### config.mk
export PLATFORM = sky130hd
export DESIGN_NAME = twr_bus_recover
export DESIGN_NICKNAME = d
export VERILOG_FILES = /design/src/rtl/twr_pkg.sv /design/src/rtl/twr_sync.sv /design/src/rtl/twr_tick.sv /design/src/rtl/twr_fsm.sv /design/src/rtl/twr_bus_recover.sv
export SDC_FILE = /design/constraint.sdc
export NUM_CORES = 1
export LEC_CHECK = 0
export BUFFER_PORTS_ARGS = -buffer_cell sky130_fd_sc_hd__buf_4
export CAP_MARGIN = 20
export CORE_MARGIN = 2
export CORE_UTILIZATION = 60
export CTS_CLUSTER_SIZE = 10
export DETAILED_ROUTE_END_ITERATION = 6
export PLACE_DENSITY = 0.87
export SLEW_MARGIN = 30
export SYNTH_ARGS = -nofsm -noshare
export SYNTH_HDL_FRONTEND = slang
export SYNTH_HIERARCHICAL = 1
export SYNTH_SLANG_ARGS = --single-unit
### constraint.sdc
create_clock -name clk -period 3.3 [get_ports clk]
set_input_delay 0.66 -clock clk [delete_from_list [all_inputs] [get_ports clk]]
set_output_delay 0.66 -clock clk [all_outputs]
set_load 0.05 [all_outputs]
### src/rtl/twr_pkg.sv
// Shared types for the two-wire bus recovery sequencer.
package twr_pkg;
    typedef enum logic [2:0] {
        TWR_IDLE,
        TWR_RELEASE,
        TWR_LOW,
        TWR_RISE,
        TWR_SETUP,
        TWR_START,
        TWR_FREE,
        TWR_DONE
    } twr_state_e;
endpackage

### src/rtl/twr_sync.sv
// Multi-stage synchronizer for asynchronous pad inputs.
// Assumes: inputs are level signals. Resets to all ones, the idle
// level of a pulled-up open-drain bus.
module twr_sync #(
    parameter int W      = 2,
    parameter int STAGES = 2
) (
    input  logic         clk,
    input  logic         rst_n,
    input  logic [W-1:0] d_i,
    output logic [W-1:0] q_o
);
    logic [W-1:0] stage_q [STAGES];

    genvar g;
    generate
        for (g = 0; g < STAGES; g++) begin : g_stage
            // Each stage registers the previous one (the first takes the pad).
            always_ff @(posedge clk) begin
                if (!rst_n) begin
                    stage_q[g] <= '1;
                end else if (g == 0) begin
                    stage_q[g] <= d_i;
                end else begin
                    stage_q[g] <= stage_q[(g == 0) ? 0 : g-1];
                end
            end
        end
    endgenerate

    assign q_o = stage_q[STAGES-1];
endmodule

### src/rtl/twr_tick.sv
// Microsecond prescaler: pulses tick_o once every CLK_PER_US cycles.
// Assumes: CLK_PER_US >= 2. clr_i restarts the count so that a phase
// started with clr_i sees its first tick CLK_PER_US cycles later.
module twr_tick #(
    parameter int CLK_PER_US = 50
) (
    input  logic clk,
    input  logic rst_n,
    input  logic clr_i,
    output logic tick_o
);
    localparam int CW = $clog2(CLK_PER_US);

    logic [CW-1:0] cnt_q;

    assign tick_o = (cnt_q == CW'(CLK_PER_US - 1));

    // Count cycles, wrapping on a tick and restarting on clear.
    always_ff @(posedge clk) begin
        if (!rst_n || clr_i || tick_o) begin
            cnt_q <= '0;
        end else begin
            cnt_q <= cnt_q + 1'b1;
        end
    end
endmodule

### src/rtl/twr_fsm.sv
// Recovery sequencer state machine.
// Assumes: scl_s_i/sda_s_i are already synchronized, and tick_i
// comes from a prescaler that restarts whenever phase_go_o is high.
// Drive outputs are decoded from the state register only.
module twr_fsm
    import twr_pkg::*;
#(
    parameter int NUM_PULSES     = 9,
    parameter int SCL_LOW_US     = 2,
    parameter int POLL_US        = 2,
    parameter int SCL_TIMEOUT_US = 1000,
    parameter int SETUP_US       = 1,
    parameter int HOLD_US        = 1,
    parameter int BUF_US         = 60
) (
    input  logic clk,
    input  logic rst_n,
    input  logic start_i,
    input  logic tick_i,
    input  logic scl_s_i,
    input  logic sda_s_i,
    output logic phase_go_o,
    output logic busy_o,
    output logic done_o,
    output logic fail_o,
    output logic warn_o,
    output logic stuck_o,
    output logic scl_drive_o,
    output logic sda_drive_o
);
    localparam int MAX_A  = (SCL_TIMEOUT_US > BUF_US) ? SCL_TIMEOUT_US : BUF_US;
    localparam int MAX_US = (MAX_A > SCL_LOW_US) ? MAX_A : SCL_LOW_US;
    localparam int US_W   = $clog2(MAX_US + 2);
    localparam int PL_W   = $clog2(POLL_US + 1);
    localparam int PW     = $clog2(NUM_PULSES + 1);

    twr_state_e state_q, state_d;
    logic [US_W-1:0] us_q;
    logic [PL_W-1:0] poll_q;
    logic [PW-1:0]   pulse_q;
    logic seen_q, fail_q, warn_q, stuck_q;
    logic poll_hit, sample_ev, stuck_ev, last_pulse, seen_nx;

    assign poll_hit   = tick_i && (poll_q == PL_W'(POLL_US - 1));
    assign last_pulse = (pulse_q == PW'(NUM_PULSES - 1));
    assign seen_nx    = seen_q | sda_s_i;

    // Next-state decode and sample/timeout events.
    always_comb begin
        state_d   = state_q;
        sample_ev = 1'b0;
        stuck_ev  = 1'b0;
        case (state_q)
            TWR_IDLE:    if (start_i) state_d = TWR_RELEASE;
            TWR_RELEASE: if (tick_i && us_q == US_W'(SETUP_US - 1)) state_d = TWR_LOW;
            TWR_LOW:     if (tick_i && us_q == US_W'(SCL_LOW_US - 1)) state_d = TWR_RISE;
            TWR_RISE: begin
                if (poll_hit) begin
                    if (scl_s_i) begin
                        sample_ev = 1'b1;
                    end else if (us_q >= US_W'(SCL_TIMEOUT_US - 1)) begin
                        sample_ev = 1'b1;
                        stuck_ev  = 1'b1;
                    end
                end
                if (sample_ev) begin
                    if (!last_pulse)  state_d = TWR_LOW;
                    else if (seen_nx) state_d = TWR_SETUP;
                    else              state_d = TWR_DONE;
                end
            end
            TWR_SETUP:   if (tick_i && us_q == US_W'(SETUP_US - 1)) state_d = TWR_START;
            TWR_START:   if (tick_i && us_q == US_W'(HOLD_US - 1)) state_d = TWR_FREE;
            TWR_FREE:    if (tick_i && us_q == US_W'(BUF_US - 1)) state_d = TWR_DONE;
            TWR_DONE:    state_d = TWR_IDLE;
            default:     state_d = TWR_IDLE;
        endcase
    end

    assign phase_go_o = (state_d != state_q);

    // State, phase timers, pulse count and result flags.
    always_ff @(posedge clk) begin
        if (!rst_n) begin
            state_q <= TWR_IDLE;
            us_q    <= '0;
            poll_q  <= '0;
            pulse_q <= '0;
            seen_q  <= 1'b0;
            fail_q  <= 1'b0;
            warn_q  <= 1'b0;
            stuck_q <= 1'b0;
        end else begin
            state_q <= state_d;
            if (phase_go_o) begin
                us_q   <= '0;
                poll_q <= '0;
            end else if (tick_i) begin
                us_q   <= us_q + 1'b1;
                poll_q <= poll_hit ? '0 : poll_q + 1'b1;
            end
            if (state_q == TWR_IDLE && start_i) begin
                pulse_q <= '0;
                seen_q  <= 1'b0;
                fail_q  <= 1'b0;
                warn_q  <= 1'b0;
                stuck_q <= 1'b0;
            end
            if (sample_ev) begin
                seen_q  <= seen_nx;
                pulse_q <= pulse_q + 1'b1;
                if (last_pulse && !seen_nx) fail_q <= 1'b1;
            end
            if (stuck_ev) stuck_q <= 1'b1;
            if (state_q == TWR_SETUP && state_d == TWR_START)
                warn_q <= !(scl_s_i && sda_s_i);
        end
    end

    assign busy_o      = (state_q != TWR_IDLE);
    assign done_o      = (state_q == TWR_DONE);
    assign fail_o      = fail_q;
    assign warn_o      = warn_q;
    assign stuck_o     = stuck_q;
    assign scl_drive_o = (state_q == TWR_LOW);
    assign sda_drive_o = (state_q == TWR_START);

    AST_START_SCL_FREE: assert property (@(posedge clk) disable iff (!rst_n)
        sda_drive_o |-> !scl_drive_o);
    AST_START_NEEDS_SEEN: assert property (@(posedge clk) disable iff (!rst_n)
        sda_drive_o |-> seen_q);
    AST_FAIL_NO_SDA: assert property (@(posedge clk) disable iff (!rst_n)
        fail_q |-> !sda_drive_o);
    AST_DONE_SINGLE: assert property (@(posedge clk) disable iff (!rst_n)
        done_o |=> !done_o);
    AST_FLAGS_HOLD: assert property (@(posedge clk) disable iff (!rst_n)
        (!busy_o && !start_i) |=> ($stable(fail_o) && $stable(warn_o) && $stable(stuck_o)));
    AST_BUSY_IGNORES_START: assert property (@(posedge clk) disable iff (!rst_n)
        (busy_o && !done_o && start_i) |=> busy_o);
    AST_PULSE_BOUND: assert property (@(posedge clk) disable iff (!rst_n)
        busy_o |-> (pulse_q <= PW'(NUM_PULSES)));
endmodule

### src/rtl/twr_bus_recover.sv
// Top of the two-wire bus recovery sequencer.
// Assumes: external pull-ups on both lines; a drive output of 1 means
// the pad pulls that line low. Pad inputs are synchronized here.
module twr_bus_recover #(
    parameter int CLK_PER_US     = 50,
    parameter int NUM_PULSES     = 9,
    parameter int SCL_LOW_US     = 2,
    parameter int POLL_US        = 2,
    parameter int SCL_TIMEOUT_US = 1000,
    parameter int SETUP_US       = 1,
    parameter int HOLD_US        = 1,
    parameter int BUF_US         = 60,
    parameter int SYNC_STAGES    = 2
) (
    input  logic clk,
    input  logic rst_n,
    input  logic start_i,
    output logic busy_o,
    output logic done_o,
    output logic fail_o,
    output logic warn_o,
    output logic stuck_o,
    output logic scl_drive_o,
    output logic sda_drive_o,
    input  logic scl_i,
    input  logic sda_i
);
    logic [1:0] pads_s;
    logic       tick, phase_go;

    twr_sync #(.W(2), .STAGES(SYNC_STAGES)) u_sync (
        .clk   (clk),
        .rst_n (rst_n),
        .d_i   ({scl_i, sda_i}),
        .q_o   (pads_s)
    );

    twr_tick #(.CLK_PER_US(CLK_PER_US)) u_tick (
        .clk    (clk),
        .rst_n  (rst_n),
        .clr_i  (phase_go),
        .tick_o (tick)
    );

    twr_fsm #(
        .NUM_PULSES     (NUM_PULSES),
        .SCL_LOW_US     (SCL_LOW_US),
        .POLL_US        (POLL_US),
        .SCL_TIMEOUT_US (SCL_TIMEOUT_US),
        .SETUP_US       (SETUP_US),
        .HOLD_US        (HOLD_US),
        .BUF_US         (BUF_US)
    ) u_fsm (
        .clk         (clk),
        .rst_n       (rst_n),
        .start_i     (start_i),
        .tick_i      (tick),
        .scl_s_i     (pads_s[1]),
        .sda_s_i     (pads_s[0]),
        .phase_go_o  (phase_go),
        .busy_o      (busy_o),
        .done_o      (done_o),
        .fail_o      (fail_o),
        .warn_o      (warn_o),
        .stuck_o     (stuck_o),
        .scl_drive_o (scl_drive_o),
        .sda_drive_o (sda_drive_o)
    );
endmodule

After elaboration in Yosys (flattened, before gate mapping)
Memory sizes are Yosys's and may differ from the RTL's.
Cells that the tools add are included.
{"block": "classes", "eq_ne": 14, "addsub": 4, "reduce_logical": 20, "n_bitwise": 4, "magnitude_cmp": 1, "n_mux": 32}
{"op": "2-to-1 mux 3 bit", "n": 8}
{"op": "case mux 3 bit (8 select lines)", "n": 1}
{"op": "2-to-1 mux 1 bit", "n": 17}
{"op": "equality test 3 bit (second input constant)", "n": 5}
{"op": "adder 10 x 1 -> 10 bit (second input constant)", "n": 1}
{"op": "equality test 10 x 1 -> 1 bit (second input constant)", "n": 1}
{"op": "equality test 10 x 6 -> 1 bit (second input constant)", "n": 1}
{"op": ">= comparator 10 bit (second input constant)", "n": 1}
{"op": "logical NOT 10 bit", "n": 1}
{"op": "logical AND 1 bit", "n": 8}
{"op": "2-to-1 mux 2 bit", "n": 4}
{"op": "2-to-1 mux 4 bit", "n": 2}
{"op": "adder 6 x 1 -> 6 bit (second input constant)", "n": 1}
{"op": "equality test 3 x 2 -> 1 bit (second input constant)", "n": 2}
{"op": "equality test 6 bit (second input constant)", "n": 1}
{"op": "nonzero test 2 bit", "n": 3}
{"op": "adder 4 x 1 -> 4 bit (second input constant)", "n": 1}
{"op": "equality test 4 bit (second input constant)", "n": 1}
{"op": "equality test 3 x 1 -> 1 bit (second input constant)", "n": 1}
{"op": "logical NOT 1 bit", "n": 3}
{"op": "logical NOT 3 bit", "n": 1}
{"op": "inequality test 3 bit", "n": 1}
{"op": "OR 1 bit", "n": 3}
{"op": "nonzero test 3 bit", "n": 1}
{"op": "5 further kinds", "n": 6}
{"block": "word_totals", "word_cells": 85, "mem_bits_rw": 4, "output_inout_bits": 7, "memories": 1, "ff_bits": 29, "inputBits": 5}
{"name": "u_sync.stage_q", "words": 2, "width": 2, "read_ports": 2, "rd_clocked_by_memory_dff": 0, "wr": 2, "line": "twr_sync.sv:13", "rtl": "logic [W-1:0] stage_q [STAGES];"}

Logic depth before layout (Yosys ltp)
{"block": "depth", "depth_word": 10, "depth_mapped": 13, "depth_no_buf": 12}

By module
The synthesis kept the hierarchy.
{"mod": "twr_fsm", "cells_per_inst": 191, "instances": 1, "seq_area_each_um2": 460.4, "area_per_inst_um2": 1567.8}
{"mod": "twr_tick", "cells_per_inst": 28, "instances": 1, "seq_area_each_um2": 120.1, "area_per_inst_um2": 287.8}
{"mod": "twr_sync", "cells_per_inst": 8, "instances": 1, "seq_area_each_um2": 80.1, "area_per_inst_um2": 105.1}

Worst setup path after synthesis
No wires, ideal clock.
{"block": "synth_path", "path_type": "reg-to-reg", "from": "register u_tick.cnt_q[0]", "to": "register u_tick.cnt_q[5]", "setup_ns": 0.066, "required_ns": 3.234, "path_stages_with_launch": 13, "arrival_ns": 2.383, "path_buffers": 1, "synth_period_minus_slack_ns": 2.450, "slack_ns": 0.850, "path_cell_list": "dfxtp_1 -> ha_1 -> nand2_1 -> nor4_1 -> buf_2 -> nand2_1 -> nor4_2 -> o21ai_1 -> nand3_1 -> mux2_2 -> nor2b_1 -> o41ai_4 -> a21oi_2"}
{"block": "synth_between", "elab_chain_len": 9, "word_cells_on_any_way": 18, "classes_between": "add/sub: 1; eq/ne: 2; mux: 9; reduce/logical: 6"}
{"element": "start: declaration", "line": "twr_tick.sv:14", "rtl": "logic [CW-1:0] cnt_q;"}
{"element": "start signal: assignment", "line": "twr_tick.sv:23", "rtl": "cnt_q <= cnt_q + 1'b1;"}
{"element": "equality test 6 bit *", "line": "twr_tick.sv:16", "rtl": "assign tick_o = (cnt_q == CW'(CLK_PER_US - 1));"}
{"element": "net tick", "line": "twr_bus_recover.sv:29", "rtl": "logic tick, phase_go;"}
{"element": "logical AND 1 bit", "line": "twr_fsm.sv:44", "rtl": "assign poll_hit = tick_i && (poll_q == PL_W'(POLL_US - 1));"}
{"element": "2-to-1 mux 1 bit", "line": "twr_fsm.sv:58", "rtl": "if (poll_hit) begin"}
{"element": "2-to-1 mux 1 bit", "line": "twr_fsm.sv:53", "rtl": "case (state_q)"}
{"element": "2-to-1 mux 3 bit", "line": "twr_fsm.sv:66", "rtl": "if (sample_ev) begin"}
{"element": "case mux 3 bit (8 select lines) *", "line": "twr_fsm.sv:53"}
{"element": "inequality test 3 bit *", "line": "twr_fsm.sv:80", "rtl": "assign phase_go_o = (state_d != state_q);"}
{"element": "net phase_go", "line": "twr_bus_recover.sv:29"}
{"element": "logical OR 1 bit * (2 in series)", "line": "twr_tick.sv:20", "rtl": "if (!rst_n || clr_i || tick_o) begin"}
Mark *: on every way through the listed nets, which the timed path passes. The rest lies on a longest branch. The select of a mux whose other input is x is not followed.
A chain may end at the register's enable or synchronous reset.

Worst setup path after layout
Same ends and word-level chain as after synthesis.

==> flow_summary.ini <==
[global_route]
grt_max_degree = 29
overflow = 0
grt_pass1_vias = 1544
groute.usage.overall_pct = 24.7
grt_pass1_wl_um = 6880
antenna_found_initial = 0

[detailed_routing]
drcViolationCount = 0
drt-initial-drc-count = 80
num_vias = 1636
antenna_left = 0
vias_per_cell = 5.80
wl_per_cell_um = 14.2
drt-pass1-iter-count = 4
drt_wl_total_um = 4020

[clocking]
post_cts_resize_count = 0
clock_path_buffers = 2
htree_levels = 2
holdBufCountCts = 0
clock_sink_count = 33
cts-root-buf = clkbuf_4
post_cts_buffers = 0
clock_latency_ns = 0.35
cts_tree = built
path_clk_slew_ns = 0.10
cts_buffers = 5

[layout]
synthToLayoutAreaGrowth_pct = 7.91
fin_util_pct = 68.7
nNetsFinal = 249
diodes = 0
drive_gt1_share_pct = 15.5

[timing]
min_period_over_period_pct = 81.9
slew_headroom_pct = 44.3
period_minus_slack_ns = 2.70
worst_slew_pin_slew_ns = 0.832
setup_tns_ns = 0
rsz0062_at_grt = false
fin_skew_ns = 0.00657
hold_viol_final = 0
holdWs_ns = 0.418
setup_slack_ns = 0.598
slew_violations = 0
fmax_mhz = 370
finalSetupViolations = 0

[power_and_ir_drop]
p_int_w = 0.000504
max-vdd-ir-drop_mv = 0.253
leakage_nw = 0.792
combPwrFrac_pct = 7.7
netSwitchingPower_w = 0.000186
power.density_nw_per_um2 = 326
swShare_pct = 26.9
clkPwrFrac_pct = 33.0
seqPwrFrac_pct = 59.3

[logic_synthesis]
ys_seq_area_share_pct = 33.7
synth_top_flop_cell = dfxtp_1
synth-warning-count = 6
avgSynthCellArea_um2 = 8.64
syn_nets = 239
synth_top_area_share_pct = 33.7
yosys.area.top_type = dfxtp_1
ys_seq_elements = 33
synth_edf_count = 0
netlist_instances = 227
async_reset_ff_share_pct = 0
ys_types = 54
netlist_area_um2 = 1960
synth_area_leaders = dfxtp_1 34%, nand2_1 5.6%, mux2i_1 5.1%, ha_1 4.5%, o211ai_1 4.2%

[critical_path]
startpoint_type = register
worstPathArrival_ns = 2.99
endpoint_kind = register
r2r-end = u_tick/cnt_q[5]
rrSetupSlack_ns = 0.60
cp_max_fo = 6
timing.rr.start = u_tick/cnt_q[0]
worstRegToRegCells = 11
worstSetupStartpoint = u_tick/cnt_q[0]
cp-endpoint = u_tick/cnt_q[5]
path_class = reg2reg
cp_data_required_time_ns = 3.59

[placement]
dp_slack_ns = 0.606
hpwlAfterDp_um = 2770
io_buffers = 11
gp_congestion = 0.788

[floorplanning]
start_util_pct = 63.7
ios = 12
core_um2 = 3080
die_height_um = 61.2
die_area_um2 = 3740
rows = 20
die_w_um = 61.2

[run]
drv_cap = 0

[outcome]
outcome = finished, final reports clean

[min_path]
min_path_type = reg2reg
metrics by stage:
step                total power (W)  instance area, µm²  cells
finish                     0.000689                2120    282
CTS                        0.000695                2120    282
global placement           0.000470                2060    274
global route               0.000718                2120    282
detailed placement         0.000471                2060    274
floorplan                  0.000457                1960    227
flip-flops by register name, summed over array words and instances, names as in the netlist:
signal,count
u_fsm/state_q,3
u_fsm/pulse_q,4
u_fsm/poll_q,2
u_fsm/fail_o,1
u_fsm/warn_o,1
u_fsm/us_q,10
u_fsm/stuck_o,1
u_sync/stage_q,4
u_tick/cnt_q,6
u_fsm/seen_q,1
power groups by stage:
stage	Sequential [W]	Combinational [W]	Clock, W
6_report	0.000409	0.0000533	0.000227
3_3_place_gp	0.000418	0.0000520	0
3_5_place_dp	0.000418	0.0000531	0
5_1_grt	0.000410	0.0000581	0.000251
4_1_cts	0.000409	0.0000532	0.000233
2_1_floorplan	0.000415	0.0000420	0
cells by family (layout without fill, tap and decap cells):
family	Yosys count	after routing	synth area share (%)
AOI/OAI and AO/OA	38	38	16.3
xor gates and xnor gates	14	14	6.25
adders and majority gates	7	7	4.47
buffers and inverters	22	33	5.49
DFF	33	33	33.7
muxes	11	11	5.68
and+or+nand+nor	102	102	28.1
worst min path at each step:
stage,end,cells after the start,start
floorplan,u_sync/stage_q[1][0],1,u_sync/stage_q[0][0]
global placement,u_sync/stage_q[1][1],1,u_sync/stage_q[0][1]
detailed placement,u_sync/stage_q[1][0],1,u_sync/stage_q[0][0]
CTS,u_sync/stage_q[1][0],1,u_sync/stage_q[0][0]
global route,u_sync/stage_q[1][0],1,u_sync/stage_q[0][0]
finish,u_sync/stage_q[1][1],1,u_sync/stage_q[0][1]
placed cells by master, fill, tap and decap left out, types with 3 or more instances in the layout:
master,synthesis,final
nand2_1,29,29
and2_1,5,5
buf_4,1,14
nor4_2,2,3
nor3_1,8,8
and3_1,5,5
o211ai_1,11,11
nor2_1,17,17
clkbuf_4,0,5
nand4_1,4,4
nor2b_1,4,4
xnor2_1,7,7
nand3_1,10,10
nand3b_1,3,3
inv_1,10,10
o21ai_0,3,3
nand2b_1,4,4
xor2_1,7,7
ha_1,7,7
dfxtp_1,33,33
mux2i_1,10,10
cell type report:
type / count / area (µm²)
flip-flops and latches: 33 / 661
fillers: 252 / 962
inverters: 11 / 41.3
repair buffers: 14 / 105
clock buffers: 5 / 37.5
multi-input cells: 172 / 1200
clock inverters: 3 / 17.5
well taps: 44 / 55.1
cells in the mapped netlist, types with 2 or more instances:
master     n
xor2_1     7
nand2b_1   4
xnor2_1    7
nor3_1     8
a21boi_0   2
and2_1     5
o21ai_1    2
nor4_2     2
o211ai_1  11
a21oi_2    2
or3_1      2
a21oi_1    2
nand4_1    4
mux2i_1   10
nand2_1   29
buf_6      2
dfxtp_1   33
ha_1       7
o21ai_0    3
nand3_1   10
inv_1     10
and3_1     5
nor2b_1    4
clkbuf_1   3
nor2_1    17
buf_2      5
o21a_1     2
nand3b_1   3
worst max-delay path, cell delays in order, from the launching register on:
cell and delay (ns):
dfxtp_1 0.40, ha_1 0.16, nand2_1 0.11, nor4_2 0.28, nor4b_4 0.37, and4_1 0.24
o21ai_1 0.08, nand3_1 0.17, mux2_2 0.36, nor2b_1 0.20, o41ai_4 0.16, a21oi_2 0.12
per-layer routing:
metal,part of all wire (%),up-vias,global-route usage (%)
li1,-,822,-
met1,47,760,31.5
met2,47,44,40.0
met3,3.5,10,5.25
met4,2.4,0,11.5
met5,0,-,0
(Power assumes the default switching activity.)
